File: src/rtl/uci_pkg.sv
package uci_pkg;
  localparam int ADDR_W = 5;
  localparam logic [ADDR_W-1:0] NULL_ADDR = 5'd31;
  localparam int CELL_BYTES = 53;

  // Bus words per cell: a 16-bit bus carries one padded byte.
  function automatic int words_per_cell(input int dw);
    return (dw == 16) ? (CELL_BYTES + 1) / 2 : CELL_BYTES;
  endfunction
endpackage

File: src/rtl/uci_addr_match.sv
module uci_addr_match #(
  parameter int NLINK  = 4,
  parameter int LINK_W = 2
) (
  input  logic [NLINK*uci_pkg::ADDR_W-1:0] cfg_link_addr,
  input  logic [NLINK-1:0]                 cfg_link_en,
  input  logic [uci_pkg::ADDR_W-1:0]       bus_addr,
  output logic                             hit,
  output logic [LINK_W-1:0]                hit_idx
);
  localparam int AW = uci_pkg::ADDR_W;

  logic [NLINK-1:0] link_eq;

  for (genvar g = 0; g < NLINK; g++) begin : g_cmp
    assign link_eq[g] = cfg_link_en[g] &&
                        (cfg_link_addr[g*AW +: AW] == bus_addr) &&
                        (bus_addr != uci_pkg::NULL_ADDR);
  end

  // Lowest index wins: scan downward so the last assignment is the lowest.
  always_comb begin
    hit     = 1'b0;
    hit_idx = '0;
    for (int i = NLINK - 1; i >= 0; i--) begin
      if (link_eq[i]) begin
        hit     = 1'b1;
        hit_idx = LINK_W'(i);
      end
    end
  end
endmodule

File: src/rtl/uci_occ_tracker.sv
module uci_occ_tracker #(
  parameter int BUF_CELLS = 4
) (
  input  logic clk,
  input  logic rst_n,
  input  logic reserve,
  input  logic drain,
  input  logic refuse,
  input  logic clr,
  output logic full,
  output logic full_flag
);
  localparam int OW = $clog2(BUF_CELLS + 1);

  logic [OW-1:0] occ;
  logic          drain_eff;

  assign drain_eff = drain && (occ != '0);
  assign full      = (occ == OW'(BUF_CELLS));

  always_ff @(posedge clk or negedge rst_n) begin
    if (!rst_n) begin
      occ <= '0;
    end else begin
      case ({reserve, drain_eff})
        2'b10:   occ <= occ + 1'b1;
        2'b01:   occ <= occ - 1'b1;
        default: occ <= occ;
      endcase
    end
  end

  always_ff @(posedge clk or negedge rst_n) begin
    if (!rst_n)      full_flag <= 1'b0;
    else if (refuse) full_flag <= 1'b1;
    else if (clr)    full_flag <= 1'b0;
  end

  // occupancy never exceeds the buffer size
  a_r10_occ_bound: assert property (@(posedge clk) disable iff (!rst_n)
    occ <= OW'(BUF_CELLS));

  // simultaneous reserve and drain leave occupancy unchanged
  a_r10_cancel: assert property (@(posedge clk) disable iff (!rst_n)
    (reserve && drain_eff) |=> $stable(occ));

  // a refusal always leaves the sticky flag set, even against a clear
  a_r9_sticky_set: assert property (@(posedge clk) disable iff (!rst_n)
    refuse |=> full_flag);
endmodule

File: src/rtl/uci_framer.sv
module uci_framer #(
  parameter int NLINK    = 4,
  parameter int LINK_W   = 2,
  parameter int DATA_W   = 8,
  parameter int PAD_WORD = 5
) (
  input  logic              clk,
  input  logic              rst_n,
  input  logic              xfer,
  input  logic              soc,
  input  logic [DATA_W-1:0] data,
  input  logic              par,
  input  logic              odd_par,
  input  logic [LINK_W-1:0] sel_idx,
  input  logic              full,
  output logic              reserve,
  output logic              refuse,
  output logic              wr_valid,
  output logic [DATA_W-1:0] wr_data,
  output logic [DATA_W/8-1:0] wr_be,
  output logic [LINK_W-1:0] wr_link,
  output logic              cell_done,
  output logic [NLINK-1:0]  par_err
);
  localparam int WORDS = uci_pkg::words_per_cell(DATA_W);
  localparam int CW    = $clog2(WORDS);
  localparam int BE_W  = DATA_W / 8;

  function automatic logic parity_ok(input logic [DATA_W-1:0] d, input logic p,
                                     input logic odd);
    return (^{d, p}) == odd;
  endfunction

  function automatic logic [BE_W-1:0] be_for(input int w);
    logic [BE_W-1:0] be;
    be = '1;
    if (BE_W > 1 && w == PAD_WORD) be[BE_W-1] = 1'b0;
    return be;
  endfunction

  logic [CW-1:0]     cnt;
  logic              in_cell;
  logic              drop;
  logic [LINK_W-1:0] cell_link;

  // Named events for the checks below.
  logic start_evt, mid_evt, last_word, soc_ignored;
  assign start_evt   = xfer && !in_cell && soc;
  assign mid_evt     = xfer && in_cell;
  assign last_word   = (cnt == CW'(WORDS - 1));
  assign soc_ignored = mid_evt && soc;
  assign reserve     = start_evt && !full;
  assign refuse      = start_evt && full;

  always_ff @(posedge clk or negedge rst_n) begin
    if (!rst_n) begin
      cnt       <= '0;
      in_cell   <= 1'b0;
      drop      <= 1'b0;
      cell_link <= '0;
      wr_valid  <= 1'b0;
      wr_data   <= '0;
      wr_be     <= '0;
      wr_link   <= '0;
      cell_done <= 1'b0;
      par_err   <= '0;
    end else begin
      wr_valid  <= 1'b0;
      cell_done <= 1'b0;
      par_err   <= '0;
      if (xfer && !parity_ok(data, par, odd_par))
        par_err <= {{(NLINK-1){1'b0}}, 1'b1} << sel_idx;
      if (start_evt) begin
        in_cell   <= 1'b1;
        cnt       <= CW'(1);
        drop      <= full;
        cell_link <= sel_idx;
        wr_valid  <= !full;
        wr_data   <= data;
        wr_be     <= be_for(0);
        wr_link   <= sel_idx;
      end else if (mid_evt) begin
        wr_valid <= !drop;
        wr_data  <= data;
        wr_be    <= be_for(int'(cnt));
        wr_link  <= cell_link;
        if (last_word) begin
          in_cell   <= 1'b0;
          cnt       <= '0;
          cell_done <= !drop;
        end else begin
          cnt <= cnt + 1'b1;
        end
      end
    end
  end

  // the word counter stays inside one cell
  a_r6_cnt_bound: assert property (@(posedge clk) disable iff (!rst_n)
    cnt <= CW'(WORDS - 1));

  // a start marker inside a cell neither restarts nor stalls the count
  a_r7_soc_ignored: assert property (@(posedge clk) disable iff (!rst_n)
    (soc_ignored && !last_word) |=> (cnt == $past(cnt) + 1'b1) && in_cell);

  // the first word of a refused cell is never written
  a_r8_refused_no_write: assert property (@(posedge clk) disable iff (!rst_n)
    refuse |=> !wr_valid);
endmodule

File: src/rtl/utopia_cell_inport.sv
module utopia_cell_inport #(
  parameter int NLINK     = 4,
  parameter int DATA_W    = 8,
  parameter int BUF_CELLS = 4,
  parameter int PAD_WORD  = 5,
  localparam int AW       = uci_pkg::ADDR_W,
  localparam int LINK_W   = (NLINK > 1) ? $clog2(NLINK) : 1
) (
  input  logic                  clk,
  input  logic                  rst_n,
  input  logic [NLINK*AW-1:0]   cfg_link_addr,
  input  logic [NLINK-1:0]      cfg_link_en,
  input  logic                  cfg_odd_par,
  input  logic [AW-1:0]         bus_addr,
  input  logic                  tx_en,
  input  logic                  tx_soc,
  input  logic [DATA_W-1:0]     tx_data,
  input  logic                  tx_par,
  input  logic                  cell_drain,
  input  logic                  full_clr,
  output logic                  clav,
  output logic                  clav_oe,
  output logic                  wr_valid,
  output logic [DATA_W-1:0]     wr_data,
  output logic [DATA_W/8-1:0]   wr_be,
  output logic [LINK_W-1:0]     wr_link,
  output logic                  cell_done,
  output logic [NLINK-1:0]      par_err,
  output logic                  full_flag
);
  logic              hit;
  logic [LINK_W-1:0] hit_idx;
  logic              sel_v;
  logic [LINK_W-1:0] sel_idx;
  logic              buf_full;
  logic              reserve, refuse;
  logic              xfer;

  uci_addr_match #(.NLINK(NLINK), .LINK_W(LINK_W)) u_match (
    .cfg_link_addr (cfg_link_addr),
    .cfg_link_en   (cfg_link_en),
    .bus_addr      (bus_addr),
    .hit           (hit),
    .hit_idx       (hit_idx)
  );

  // Poll response for the address seen on the previous edge; selection
  // follows the address on every non-transfer cycle.
  always_ff @(posedge clk or negedge rst_n) begin
    if (!rst_n) begin
      clav    <= 1'b0;
      clav_oe <= 1'b0;
      sel_v   <= 1'b0;
      sel_idx <= '0;
    end else begin
      clav_oe <= hit;
      clav    <= hit && !buf_full;
      if (!tx_en) begin
        sel_v   <= hit;
        sel_idx <= hit_idx;
      end
    end
  end

  assign xfer = tx_en && sel_v;

  uci_framer #(.NLINK(NLINK), .LINK_W(LINK_W), .DATA_W(DATA_W),
               .PAD_WORD(PAD_WORD)) u_framer (
    .clk       (clk),
    .rst_n     (rst_n),
    .xfer      (xfer),
    .soc       (tx_soc),
    .data      (tx_data),
    .par       (tx_par),
    .odd_par   (cfg_odd_par),
    .sel_idx   (sel_idx),
    .full      (buf_full),
    .reserve   (reserve),
    .refuse    (refuse),
    .wr_valid  (wr_valid),
    .wr_data   (wr_data),
    .wr_be     (wr_be),
    .wr_link   (wr_link),
    .cell_done (cell_done),
    .par_err   (par_err)
  );

  uci_occ_tracker #(.BUF_CELLS(BUF_CELLS)) u_occ (
    .clk       (clk),
    .rst_n     (rst_n),
    .reserve   (reserve),
    .drain     (cell_drain),
    .refuse    (refuse),
    .clr       (full_clr),
    .full      (buf_full),
    .full_flag (full_flag)
  );

  // the reserved address never gets a driven answer
  a_r1_reserved_silent: assert property (@(posedge clk) disable iff (!rst_n)
    ($past(bus_addr) == uci_pkg::NULL_ADDR) |-> !clav_oe);

  // an unmatched poll releases the line on the next cycle
  a_r4_release: assert property (@(posedge clk) disable iff (!rst_n)
    !hit |=> (!clav_oe && !clav));

  // no write follows a transfer cycle without a selected link
  a_r5_unselected: assert property (@(posedge clk) disable iff (!rst_n)
    (tx_en && !sel_v) |=> !wr_valid);

  // parity error reporting stays one-hot
  a_r11_onehot: assert property (@(posedge clk) disable iff (!rst_n)
    $onehot0(par_err));
endmodule

File: config.mk
export PLATFORM = sky130hd
export DESIGN_NAME = utopia_cell_inport
export DESIGN_NICKNAME = d
export VERILOG_FILES = /design/src/rtl/uci_pkg.sv /design/src/rtl/uci_addr_match.sv /design/src/rtl/uci_occ_tracker.sv /design/src/rtl/uci_framer.sv /design/src/rtl/utopia_cell_inport.sv
export SDC_FILE = /design/constraint.sdc
export NUM_CORES = 1
export LEC_CHECK = 0
export BUFFER_PORTS_ARGS = -buffer_cell sky130_fd_sc_hd__buf_2
export CORE_ASPECT_RATIO = 0.8
export CORE_MARGIN = 3
export CORE_UTILIZATION = 50
export DETAILED_ROUTE_END_ITERATION = 10
export PLACE_DENSITY = 0.8
export SETUP_SLACK_MARGIN = 0.15
export SYNTH_ARGS = -nofsm -noshare
export SYNTH_HDL_FRONTEND = slang
export SYNTH_SLANG_ARGS = --single-unit
File: constraint.sdc
create_clock -name clk -period 2.64 [get_ports clk]
set_input_delay 0.528 -clock clk [delete_from_list [all_inputs] [get_ports clk]]
set_output_delay 0.528 -clock clk [all_outputs]
set_load 0.01 [all_outputs]
# [Word level (Yosys, flattened, before mapping)]
# Cells that the tools add are included.
# W data, S select, Z words.
[classes] mux=29 shift=1 reduce_logical=28 addsub=3 eq_ne=10
[op_table] operator="$eq A5 B5 Y1" n=4
[op_table] operator="$mux W6" n=3
[op_table] operator="$logic_and A1 B1 Y1" n=17
[op_table] operator="$mux W1" n=16
[op_table] operator="$mux W8" n=2
[op_table] operator="$mux W2" n=6
[op_table] operator="$reduce_xor A9 Y1" n=1
[op_table] operator="$reduce_bool A2 Y1" n=4
[op_table] operator="$add A6 B1 Y6 const B" n=1
[op_table] operator="$eq A6 B6 Y1 const B" n=1
[op_table] operator="$pmux W3 S2" n=1
[op_table] operator="$ne A5 B5 Y1 const B" n=1
[op_table] operator="$logic_not A1 Y1" n=4
[op_table] operator="$mux W4" n=1
[op_table] operator="$shl A1 B2 Y4 const A" n=1
[op_table] operator="$add A3 B1 Y3 const B" n=1
[op_table] operator="$eq A3 B3 Y1 const B" n=1
[op_table] operator="$reduce_bool A3 Y1" n=1
[op_table] operator="$sub A3 B1 Y3 const B" n=1
[op_table] operator="$eq A2 B1 Y1 const B" n=1
[op_table] operator="$eq A2 B2 Y1 const B" n=1
[op_table] operator="$reduce_and A2 Y1" n=1
[op_table] operator="$eq A1 B1 Y1" n=1
[word_totals] out_inout_bits=20 inputBits=45 word_cells=87 ff_bits=36

# [Logic depth before layout (Yosys ltp)]
# Gate-level depths: netlist of the first run.
[depth] word_depth=8 ltp_mapped=9 mapped_depth_nobuf=9

# [By module]
# From an unflattened synthesis of the first run, not the netlist that was laid out.
[unflattened] hier_cells=165 area_unflattened_um2=1941.9
[modules_own_cells] module="uci_framer" seq_area_each_um2=675.6 area_per_inst_um2=1212.4 cells_each=95 instances=1
[modules_own_cells] module="uci_addr_match" seq_area_each_um2=0.0 area_per_inst_um2=351.6 cells_each=44 instances=1
[modules_own_cells] module="uci_occ_tracker" seq_area_each_um2=100.1 area_per_inst_um2=205.2 cells_each=16 instances=1
[modules_own_cells] module="utopia_cell_inport" seq_area_each_um2=125.1 area_per_inst_um2=172.7 cells_each=10 instances=1

# [Worst setup path after synthesis of the first run]
# Ideal clock, no wire load.
[synth_path] kind="input port to flip-flop" start="input tx_en" end="register u_occ.occ[2]" slack_ns=0.506 arrival_time_ns=2.009 setup_ns=0.125 path_buffers=0 path_stages=9 required_time_ns=2.515 path_cell_list="and2_0 nand3b_1 or2_2 ha_1 inv_1 fa_1 xor2_1 nor2_1 xor2_1"
[synth_between] elab_chain_len=6 word_cells_on_any_way=8 classes_between="eq/ne (2); mux (1); reduce/logical (5)"
[synth_lines] element="from (decl)" line="utopia_cell_inport.sv:15" source="input logic tx_en,"
[synth_lines] element="$logic_and A1 B1 Y1 *" line="utopia_cell_inport.sv:65" source="assign xfer = tx_en && sel_v;"
[synth_lines] element="$logic_and A1 B1 Y1 * (2 in series)" line="uci_framer.sv:48" source="assign start_evt = xfer && !in_cell && soc;"
[synth_lines] element="$logic_and A1 B1 Y1 *" line="uci_framer.sv:52" source="assign reserve = start_evt && !full;"
[synth_lines] element="$eq A2 B1 Y1 / $eq A2 B2 Y1 (equally long branches)" line="uci_occ_tracker.sv:25" source="case ({reserve, drain_eff})"
[synth_lines] element="$pmux W3 S2 / $reduce_bool A2 Y1 (equally long branches)"
[synth_lines] element="to (signal assigned)" line="uci_occ_tracker.sv:26" source="2'b10: occ <= occ + 1'b1;"
[synth_lines] element="to (signal assigned)" line="uci_occ_tracker.sv:27" source="2'b01: occ <= occ - 1'b1;"
[synth_lines] element="to (decl)" line="uci_occ_tracker.sv:15" source="logic [OW-1:0] occ;"
# Every way passes the cells marked *; elsewhere a longest branch is shown, timed or not.
# A chain may end at the register's enable or synchronous reset.

# [Worst setup path after layout of the first run]
# Ends and elaborated chain as after synthesis.

==> results of run 1 <==
[path summary, 6_finish.rpt]
kind,start,end,slack [ns],cells past startpoint
setup / recovery,tx_en,u_occ.occ[2],0.48,10
min in group clk,full_clr,u_occ.full_flag,0.43,2
hold reg to reg,u_framer.drop,u_framer.cell_done,0.46,1
setup reg to reg,sel_v,u_occ.occ[2],0.53,9
max in group asynchronous,rst_n,sel_idx[1],1.85,1
hold / removal,rst_n,u_occ.full_flag,0.30,1
[stage by stage]
step	total power (W)	instances	utilization	hold slack [ns]	setup WS, ns
2_1_floorplan	0.00108	187	-	0.232	0.506
3_3_place_gp	0.00123	289	0.633	0.446	0.398
3_5_place_dp	0.00126	289	0.633	0.442	0.207
4_1_cts	0.00174	297	0.665	0.327	0.510
5_1_grt	0.00184	297	0.665	0.359	0.369
6_report	0.00172	297	0.665	0.302	0.483
[final cells by class]
type | count | area (µm²) | area share
Multi-Input combinational cell | 137 | 906 | 0.387
Timing Repair Buffer | 67 | 343 | 0.147
Tap cell | 42 | 52.6 | 0.0225
Inverter | 7 | 26.3 | 0.0112
Sequential cell | 36 | 901 | 0.385
Clock inverter | 3 | 42.5 | 0.0182
Clock buffer | 5 | 68.8 | 0.0294
[cell usage after synthesis, drive strengths merged, types with 3 or more instances]
cell type | count | area (µm²)
xor2 | 12 | 105
nand2 | 41 | 156
o21ai | 7 | 35.0
mux2 | 3 | 33.8
nor2 | 10 | 45.0
nand3 | 4 | 32.5
ha | 3 | 37.5
nor4 | 5 | 31.3
xnor2 | 21 | 184
dfrtp | 36 | 901
buf | 5 | 45.0
nand4 | 7 | 43.8
inv | 7 | 26.3
[logic make-up (layout without fill, tap and decap cells)]
logic type,count (synthesis),after routing,share of synthesized area
xor+xnor,34,34,0.165
buf+inv,14,82,0.0418
mux,4,4,0.0232
simple gates,81,81,0.214
compound gates,14,14,0.0471
fa+ha+maj,4,4,0.0305
flops,36,36,0.478
[power breakdown]
part	total, W	internal [W]	switching (W)
combinational	0.000463	0.000220	0.000243
clock	0.000471	0.000279	0.000192
sequential	0.000784	0.000679	0.000105
total	0.00172	0.00118	0.000540
[state kept, by name (all words and copies together), names as in the netlist]
name                flops
u_framer.wr_valid       1
u_framer.cnt            6
u_occ.full_flag         1
sel_idx                 2
u_framer.wr_data        8
clav                    1
sel_v                   1
u_framer.par_err        4
u_framer.drop           1
u_framer.wr_link        2
u_framer.cell_link      2
u_framer.cell_done      1
clav_oe                 1
u_framer.wr_be          1
u_framer.in_cell        1
u_occ.occ               3
[routing by layer]
metal | global-route usage | vias to the layer above
met5 | 0 | -
met4 | 0.0761 | 0
met2 | 0.294 | 36
li1 | - | 758
met3 | 0.0414 | 10
met1 | 0.225 | 718
==> run summary, run 1 <==
clock-pin slew on the worst setup and hold paths: 0.07 ns
FP Rows: 19
CTS tree: done
Ys Warns: 0
Post-synth EDFFs: 0
n_diodes: 0
slowest stage delay, CP: 0.33 ns
Top Layer Used: met4
Vias/cell: 5.12
# hold bufs at CTS: 0
first-pass GRT wire length: 6130 µm
worst-case clock buffer depth: 2
highest clock rate: 464 MHz
Buf/Inv on CP: 2
data arrival time of the worst path: 2.33 ns
Cells after Synth: 187
largest net degree at the start of global routing: 37
Netlist cell types: 37
Slew Viols, Final: 0
I/O Buffers: 64
fin nets: 303
WL final: 3760 µm
Initial Util: 0.536
maximum fanout along the worst path: 7
register area share after synthesis: 0.478
Clock Sinks: 36
relative slew slack: 0.498
fill count: 270
ys async rst share: 1.00
setup TNS: 0 ns
Clk Latency, worst-skew pair: 0.29 ns
number of routed nets with antenna violations: 0
minimum clock period: 2.16 ns
Crit path required time: 2.82 ns
number of CTS-inserted buffers: 5
Crit path top cell by count: xor2_1
vias in the first global route: 1428
routed via count: 1522
H-tree depth: 2
Overflow after GRT: 0
nature of the critical path endpoint: flip-flop
Finished Cell Area: 2340 µm²
Setup Fix Bufs, Post-CTS: 0
syn nets: 236
Clock Skew: 0.00667 ns
Max Cap Viol: 0
Core Region: 3520 µm²
Die Span X: 74.7 µm
area growth from synthesis to layout: 24.1%
power per cell area: 734 nW/µm²
critical path class: input pin to flip-flop
met3 WL post-DR: 199 µm
syn avg cell area: 10.1 µm²
Setup Viol. Count Final: 0
antenna violations before repair: 0
HPWL after DPL: 2860 µm
# IOs: 65
commonest cells after routing, fill and taps aside: 64 x buf_2, 40 x nand2_1, 36 x dfrtp_1
FF+latch count, synth: 36
Worst setup SP type: input pin
commonest non-fill, non-tap cell in the layout: buf_2
clock root buffer: clkbuf_8
dpl cell area: 2230 µm²
Hold Crit Class: input pin to asynchronous set/reset pin
routed metal-1 wire length: 1670 µm
worst path cell trace: buf_2, and2_0, nand3b_1, or2_2, ha_1, inv_1, fa_1, xor2_1, nor2_1, xor2_1
WL met2: 1810 µm
final hold viol count: 0
layout cell share with drive strength beyond 1: 0.329
CP top delay family: simple AND/OR/NAND/NOR gates
Max VDD drop: 0.425 mV
CTS resizes: 0
DIE AREA: 4550 µm²
CP max-delay cell: and2_0
DR DRC count: 0
Mapped Area: 1890 µm²
Starting DRT DRC Count: 77
Tcrit/Tclk final: 0.817
die height: 60.9 µm
GPL Wtd Cong: 0.772
outcome: completed
Top FF cell, synth: dfrtp_1
gr usage total: 0.178
first drt pass iteration count: 4
RSZ-0062 raised after global routing: no
WL per Instance: 12.6 µm
actual slew at the worst max-slew pin: 0.753 ns
leakage: 1.20 nW
No activity file was read; power rests on OpenSTA's default activity.
==> run 2: changes to the inputs <==
--- a/config.mk
+++ b/config.mk
@@ -8,9 +8,9 @@
 export BUFFER_PORTS_ARGS = -buffer_cell sky130_fd_sc_hd__buf_2
 export CORE_ASPECT_RATIO = 0.8
 export CORE_MARGIN = 3
-export CORE_UTILIZATION = 50
+export CORE_UTILIZATION = 45
 export DETAILED_ROUTE_END_ITERATION = 10
-export PLACE_DENSITY = 0.8
+export PLACE_DENSITY = 0.76
 export SETUP_SLACK_MARGIN = 0.15
 export SYNTH_ARGS = -nofsm -noshare
 export SYNTH_HDL_FRONTEND = slang
==> constraint.sdc (replaced) <==
create_clock -name clk -period 1.7 [get_ports clk]
set_input_delay 0.34 -clock clk [delete_from_list [all_inputs] [get_ports clk]]
set_output_delay 0.34 -clock clk [all_outputs]
set_load 0.01 [all_outputs]
==> run 2 against run 1 <==
- the run now ends with hold timing, setup timing left
- clock-buffer cell count stayed put
- via count is 4.4% higher
- worst setup slack worse by 0.52 ns
- critical path depth is 2 lower
- final area is 10% higher
- sequential power is 51% higher
- die area is 10% higher
- clock power is 57% higher
- critical path type is now flip-flop to flip-flop
- largest cell class unchanged
==> run summary, run 2 (synthesis gave the netlist of run 1 again) <==
data arrival time of the worst path: 1.91 ns (-0.42 ns)
HPWL after DPL: 3240 µm (+13%)
RSZ-0062 raised after global routing: yes
critical path class: flip-flop to flip-flop
commonest non-fill, non-tap cell in the layout: buf_2
number of CTS-inserted buffers: 5 (unchanged)
I/O Buffers: 64 (unchanged)
Hold Crit Class: input pin to asynchronous set/reset pin
WL per Instance: 12.6 µm (-0.26%)
area growth from synthesis to layout: 36.9%
Clock Sinks: 36 (unchanged)
H-tree depth: 2 (unchanged)
fin nets: 327 (+7.9%)
highest clock rate: 577 MHz
n_diodes: 0 (unchanged)
worst-case clock buffer depth: 2 (unchanged)
leakage: 1.33 nW (+11%)
worst path cell trace: buf_4, o31a_1, ha_4, inv_2, fa_2, xor2_1, nor2_1, xor2_1
Worst setup SP type: flip-flop
Crit path required time: 1.88 ns (-0.94 ns)
largest net degree at the start of global routing: 22 (-41%)
first-pass GRT wire length: 7110 µm (+16%)
Largest register FFs: 8 (unchanged)
Biggest register: u_framer.wr_data
WL final: 4210 µm (+12%)
nature of the critical path endpoint: flip-flop
layout cell share with drive strength beyond 1: 0.419 (+0.0899)
worst slack, placed: -0.123 ns (-0.329 ns)
outcome: complete, but fails checks
maximum fanout along the worst path: 3 (-4)
Die Span X: 78.4 µm (+5.0%)
FP Rows: 20 (+1)
Max Cap Viol: 0 (unchanged)
CTS tree: done
failing checks: hold timing, setup timing
Tcrit/Tclk final: 1.02
fill count: 333 (+23%)
Vias/cell: 4.76 (-7.2%)
gr usage total: 0.183 (+0.00536)
setup TNS: -0.0335 ns (-0.0335 ns)
Starting DRT DRC Count: 61 (-21%)
antenna violations before repair: 0 (unchanged)
Max VDD drop: 0.554 mV (+30%)
first drt pass iteration count: 4 (unchanged)
DR DRC count: 0 (unchanged)
# hold bufs at CTS: 0 (unchanged)
# IOs: 65 (unchanged)
Clock Skew: 0.00422 ns (-0.00245 ns)
WHS: -0.00201 ns (-0.304 ns)
Overflow after GRT: 0 (unchanged)
GPL Wtd Cong: 0.758 (-1.8%)
r2r startpoint: u_occ.occ[2]
routed via count: 1589 (+4.4%)
DIE AREA: 5010 µm² (+10%)
top flop regs: u_framer.wr_data (8), u_framer.cnt (6), u_framer.par_err (4)
Setup Viol. Count Final: 1 (+1)
die height: 63.9 µm (+4.9%)
critical path startpoint: u_occ.occ[2]
relative slew slack: 0.687 (+0.189)
clock root buffer: clkbuf_8
Initial Util: 0.483 (-0.0529)
actual slew at the worst max-slew pin: 0.470 ns (-0.283 ns)
minimum clock period: 1.73 ns
slowest stage delay, CP: 0.41 ns (+0.08 ns)
Crit path top cell by count: xor2_1
setup ws final: -0.0335 ns (-0.517 ns)
final hold viol count: 6 (+6)
commonest cells after routing, fill and taps aside: 61 x buf_2, 40 x nand2_1, 36 x dfrtp_1
Clk Latency, worst-skew pair: 0.29 ns (about the same)
vias in the first global route: 1635 (+14%)
Tot Pwr: 0.00295 W (+72%)
clock-pin slew on the worst setup and hold paths: 0.07 ns (about the same)
Slew Viols, Final: 0 (unchanged)
Core Region: 3900 µm² (+11%)
power per cell area: 1140 nW/µm² (+56%)
number of routed nets with antenna violations: 0 (unchanged)
CP max-delay cell: dfrtp_1
[run 2: cell types whose count changed in the layout (fill, tap and decap cells not counted), sizes merged]
cell and change:
buf +21, clkbuf +3
[run 2: final timing paths]
path                                    to  slack, ns  depth (start not counted)
min in group clk           u_occ.full_flag       0.24                          2
max                           u_occ.occ[2]      -0.03                          8
max in group asynchronous  u_occ.full_flag       1.21                          2
min reg2reg                 u_framer.wr_be       0.47                          1
max reg2reg                   u_occ.occ[2]      -0.03                          8
min                           u_occ.occ[0]     -0.002                          1
[run 2: layer usage]
metal | vias up | wire length (µm) | global-route usage
met2 | 43 | 2050 | 0.309
met5 | - | 0 | 0
met4 | 0 | 61 | 0.0764
li1 | 803 | - | -
met1 | 737 | 1880 | 0.230
met3 | 6 | 226 | 0.0380
[run 2: stage by stage]
step           instances  hold slack [ns]  utilization  area (µm²)
2_1_floorplan        187           0.0444            -        1920
3_3_place_gp         322            0.315        0.620        2420
3_5_place_dp         322            0.326        0.620        2420
4_1_cts              332           0.0193        0.655        2560
5_1_grt              334           0.0341        0.661        2580
6_report             334         -0.00201        0.661        2580
[run 2: timing repair]
action                                  CTS  global route
gates resized for setup                   6             4
pin swaps                                 7             4
setup buffers                             2             2
endpoints found under the setup margin    6            14
endpoints found under the hold margin     0             0
[run 2: where the power goes]
group,switching (W),internal [W]
logic,0.000481,0.000552
registers,0.000122,0.00105
clock network,0.000308,0.000434
[run 2: worst max-delay path, delay by kind of cell, from the launching register on]
| kind | cells | cell delay (ns) |
|---|---|---|
| flops | 1 | 0.41 |
| fa+ha+maj | 2 | 0.35 |
| compound gates | 1 | 0.31 |
| xor+xnor | 2 | 0.29 |
| buf+inv | 2 | 0.19 |
| simple gates | 1 | 0.07 |
[run 2: cell type report]
cell class	instances	area, µm²	area share
repair buffers	91	531	0.206
multi-input cells	137	943	0.365
clock inverters	3	42.5	0.0165
well taps	55	68.8	0.0267
clock buffers	5	68.8	0.0267
flip-flops and latches	36	901	0.349
inverters	7	26.3	0.0102
==> run 3: changes to the inputs <==
--- a/config.mk
+++ b/config.mk
@@ -6,12 +6,14 @@
 export NUM_CORES = 1
 export LEC_CHECK = 0
 export BUFFER_PORTS_ARGS = -buffer_cell sky130_fd_sc_hd__buf_2
+export CAP_MARGIN = 15
 export CORE_ASPECT_RATIO = 0.8
 export CORE_MARGIN = 3
 export CORE_UTILIZATION = 45
 export DETAILED_ROUTE_END_ITERATION = 10
-export PLACE_DENSITY = 0.76
+export PLACE_DENSITY = 0.75
 export SETUP_SLACK_MARGIN = 0.15
 export SYNTH_ARGS = -nofsm -noshare
 export SYNTH_HDL_FRONTEND = slang
+export SYNTH_HIERARCHICAL = 1
 export SYNTH_SLANG_ARGS = --single-unit
==> run 3 against run 2 <==
- the flow finishes with violations (setup timing)
- maximum frequency decreased by 0.90%
- cell count decreased by 10%
- final area decreased by 0.92%
- critical path depth decreased by 2
==> run summary, run 3 <==
outcome: complete, but fails checks
failing checks: setup timing
syn avg cell area: 11.8 µm² (+17%)
Netlist cell types: 43 (+16%)
most instantiated cells after synthesis: 36 x dfrtp_1, 24 x xnor2_1, 16 x mux2_2
setup ws final: -0.0492 ns (-0.0157 ns)
Biggest register: u_framer/wr_data
Tcrit/Tclk final: 1.03 (+0.00924)
ys async rst share: 1.00 (unchanged)
worst slack, placed: -0.127 ns (-0.00443 ns)
antenna violations before repair: 0 (unchanged)
vias in the first global route: 1430 (-13%)
top flop regs: u_framer/wr_data (8), u_framer/cnt (6), u_framer/par_err (4)
routed via count: 1466 (-7.7%)
actual slew at the worst max-slew pin: 0.423 ns (-0.0462 ns)
RSZ-0062 raised after global routing: yes
Core Region: 3980 µm² (+1.9%)
area share of the largest cell type after synthesis: 0.464 (-0.0139)
register area share after synthesis: 0.464 (-0.0139)
# hold bufs at CTS: 0 (unchanged)
Overflow after GRT: 0 (unchanged)
Starting DRT DRC Count: 50 (-18%)
clock root buffer: clkbuf_8
Mapped Area: 1940 µm² (+3.0%)
first-pass GRT wire length: 6580 µm (-7.5%)
synth top area cells: dfrtp_1 46%, xnor2_1 11%, mux2_2 9.3%
H-tree depth: 2 (unchanged)
met1 Usage GRT: 0.236 (+0.00681)
DIE AREA: 5140 µm² (+2.7%)
Slew Viols, Final: 0 (unchanged)
Max VDD drop: 0.616 mV (+11%)
routing usage on met2: 0.252 (-0.0567)
Vias/cell: 4.89 (+2.7%)
leakage: 1.28 nW (-3.5%)
first drt pass iteration count: 4 (unchanged)
slowest stage delay, CP: 0.42 ns (about the same)
syn nets: 214 (-9.3%)
placed cells: 287 (-11%)
HPWL after DPL: 3170 µm (-2.1%)
WL final: 4060 µm (-3.8%)
Post-synth EDFFs: 0 (unchanged)
GPL Wtd Cong: 0.808 (+6.6%)
CTS tree: done
DR DRC count: 0 (unchanged)
Crit path required time: 1.87 ns (about the same)
Reg area: 901 µm² (unchanged)
number of CTS-inserted buffers: 5 (unchanged)
n_diodes: 0 (unchanged)
Clk Latency, worst-skew pair: 0.28 ns (about the same)
M3 GR Usage: 0.0486 (+0.0106)
minimum clock period: 1.75 ns (+0.0157 ns)
data arrival time of the worst path: 1.92 ns (about the same)
clock-pin slew on the worst setup and hold paths: 0.07 ns (about the same)
FF+latch count, synth: 36 (unchanged)
most frequent cell after synthesis: dfrtp_1
Tot Pwr: 0.00281 W (-4.8%)
layout cell share with drive strength beyond 1: 0.457 (+0.0378)
Max Cap Viol: 0 (unchanged)
commonest cells after routing, fill and taps aside: 64 x buf_2, 36 x dfrtp_1, 24 x xnor2_1
maximum fanout along the worst path: 4 (+1)
fill count: 318 (-4.5%)
Die Span X: 79.4 µm (+1.4%)
CP max-delay cell: dfrtp_1
WL per Instance: 13.5 µm (+7.1%)
Top FF cell, synth: dfrtp_1
Setup Viol. Count Final: 2 (+1)
Largest register FFs: 8 (unchanged)
CP top delay family: adder cells
gr usage total: 0.169 (-0.0146)
Cells after Synth: 165 (-12%)
# IOs: 65 (unchanged)
Clock Sinks: 36 (unchanged)
global routing's busiest layer: met2
worst-case clock buffer depth: 2 (unchanged)
largest net degree at the start of global routing: 37 (+68%)
Buf/Inv on CP: 1 (-1)
number of routed nets with antenna violations: 0 (unchanged)
Ys Warns: 6 (+6)
die height: 64.8 µm (+1.3%)
I/O Buffers: 64 (unchanged)
Hold Crit Class: input pin to asynchronous set/reset pin
nature of the critical path endpoint: flip-flop
highest clock rate: 572 MHz (-0.90%)
commonest non-fill, non-tap cell in the layout: buf_2
Initial Util: 0.488 (+0.00504)
critical path class: flip-flop to flip-flop
power per cell area: 1100 nW/µm² (-3.9%)
multi-input logic area: 1020 µm² (+8.4%)
post-route insts no fill: 300 (-10%)
final hold viol count: 0 (-6)
relative slew slack: 0.716 (+0.0288)
fin nets: 293 (-10%)
Worst setup SP type: flip-flop
Synth area leader: dfrtp_1
Clock Skew: 0.00523 ns (+0.00101 ns)
area growth from synthesis to layout: 31.7%
setup TNS: -0.0562 ns (-0.0227 ns)
FP Rows: 20 (unchanged)
worst path cell trace: nor3b_2, nor2_1, inv_1, ha_4, fa_2, mux2_2
## run 3: cell count changes after synthesis, moves of 4 or more
| cell | change |
|---|---|
| xor2_1 | -4 |
| a21oi_1 | +4 |
| nor4_1 | -4 |
| nor2_1 | -4 |
| mux2_2 | +13 |
| nand2_1 | -36 |
| o21ai_0 | -7 |
## run 3: cell type report
| type | instances | area share |
|---|---|---|
| Sequential cell | 36 | 0.352 |
| Clock buffer | 8 | 0.0352 |
| Tap cell | 55 | 0.0269 |
| Multi-Input combinational cell | 116 | 0.400 |
| Inverter | 5 | 0.00734 |
| Timing Repair Buffer | 80 | 0.179 |
## run 3: cells by family after synthesis
kind of cell,after synthesis,synth area share
and+or+nand+nor,46,0.156
DFF,36,0.464
xor gates and xnor gates,33,0.156
adders and majority gates,4,0.0296
buffers and inverters,13,0.0348
AOI/OAI and AO/OA,17,0.0670
muxes,16,0.0928
## run 3: timing repair
item                                    4_1_cts  5_1_grt
pin swaps                                     2        2
setup buffers                                 4        1
endpoints found under the setup margin        2        4
resized for setup                             3        3
cloned                                        0        0
## run 3: path summary, 6_finish.rpt
path | startpoint | end | slack (ns) | cells past startpoint
max | u_occ/occ[1] | u_occ/occ[1] | -0.05 | 6
min reg2reg | u_framer/wr_be | u_framer/wr_be | 0.47 | 1
max reg2reg | u_occ/occ[1] | u_occ/occ[1] | -0.05 | 6
min | rst_n | u_framer/cell_done | 0.08 | 2
max in group asynchronous | rst_n | u_framer/wr_be | 1.32 | 2
min in group clk | tx_data[6] | u_framer/wr_data[6] | 0.32 | 2
## run 3: metal layers
metal,routed length (µm),vias up,share of wire
li1,-,737,-
met1,1920,682,0.47
met2,1880,40,0.46
met3,206,7,0.051
met4,51,0,0.013
met5,0,-,0
## run 3: power breakdown
part	internal, W	switching (W)	total [W]
registers	0.00105	0.000140	0.00119
clock network	0.000330	0.000280	0.000610
logic	0.000553	0.000456	0.00101
total	0.00193	0.000875	0.00281
## run 3: worst reg2reg max path: cells and delay by family (launching register included)
family                   cells  cell delay (ns)
adder cells (fa/ha/maj)      2             0.55
buffers and inverters        1             0.09
flip-flops                   1             0.42
multiplexers                 1             0.27
AND/OR/NAND/NOR              2             0.30
## run 3: per-stage QoR
step	util	instance area, µm²	hold slack, ns
2_1_floorplan	-	1980	0.0444
3_3_place_gp	0.603	2400	0.400
3_5_place_dp	0.603	2400	0.401
4_1_cts	0.636	2530	0.0879
5_1_grt	0.643	2560	0.105
6_report	0.643	2560	0.0756
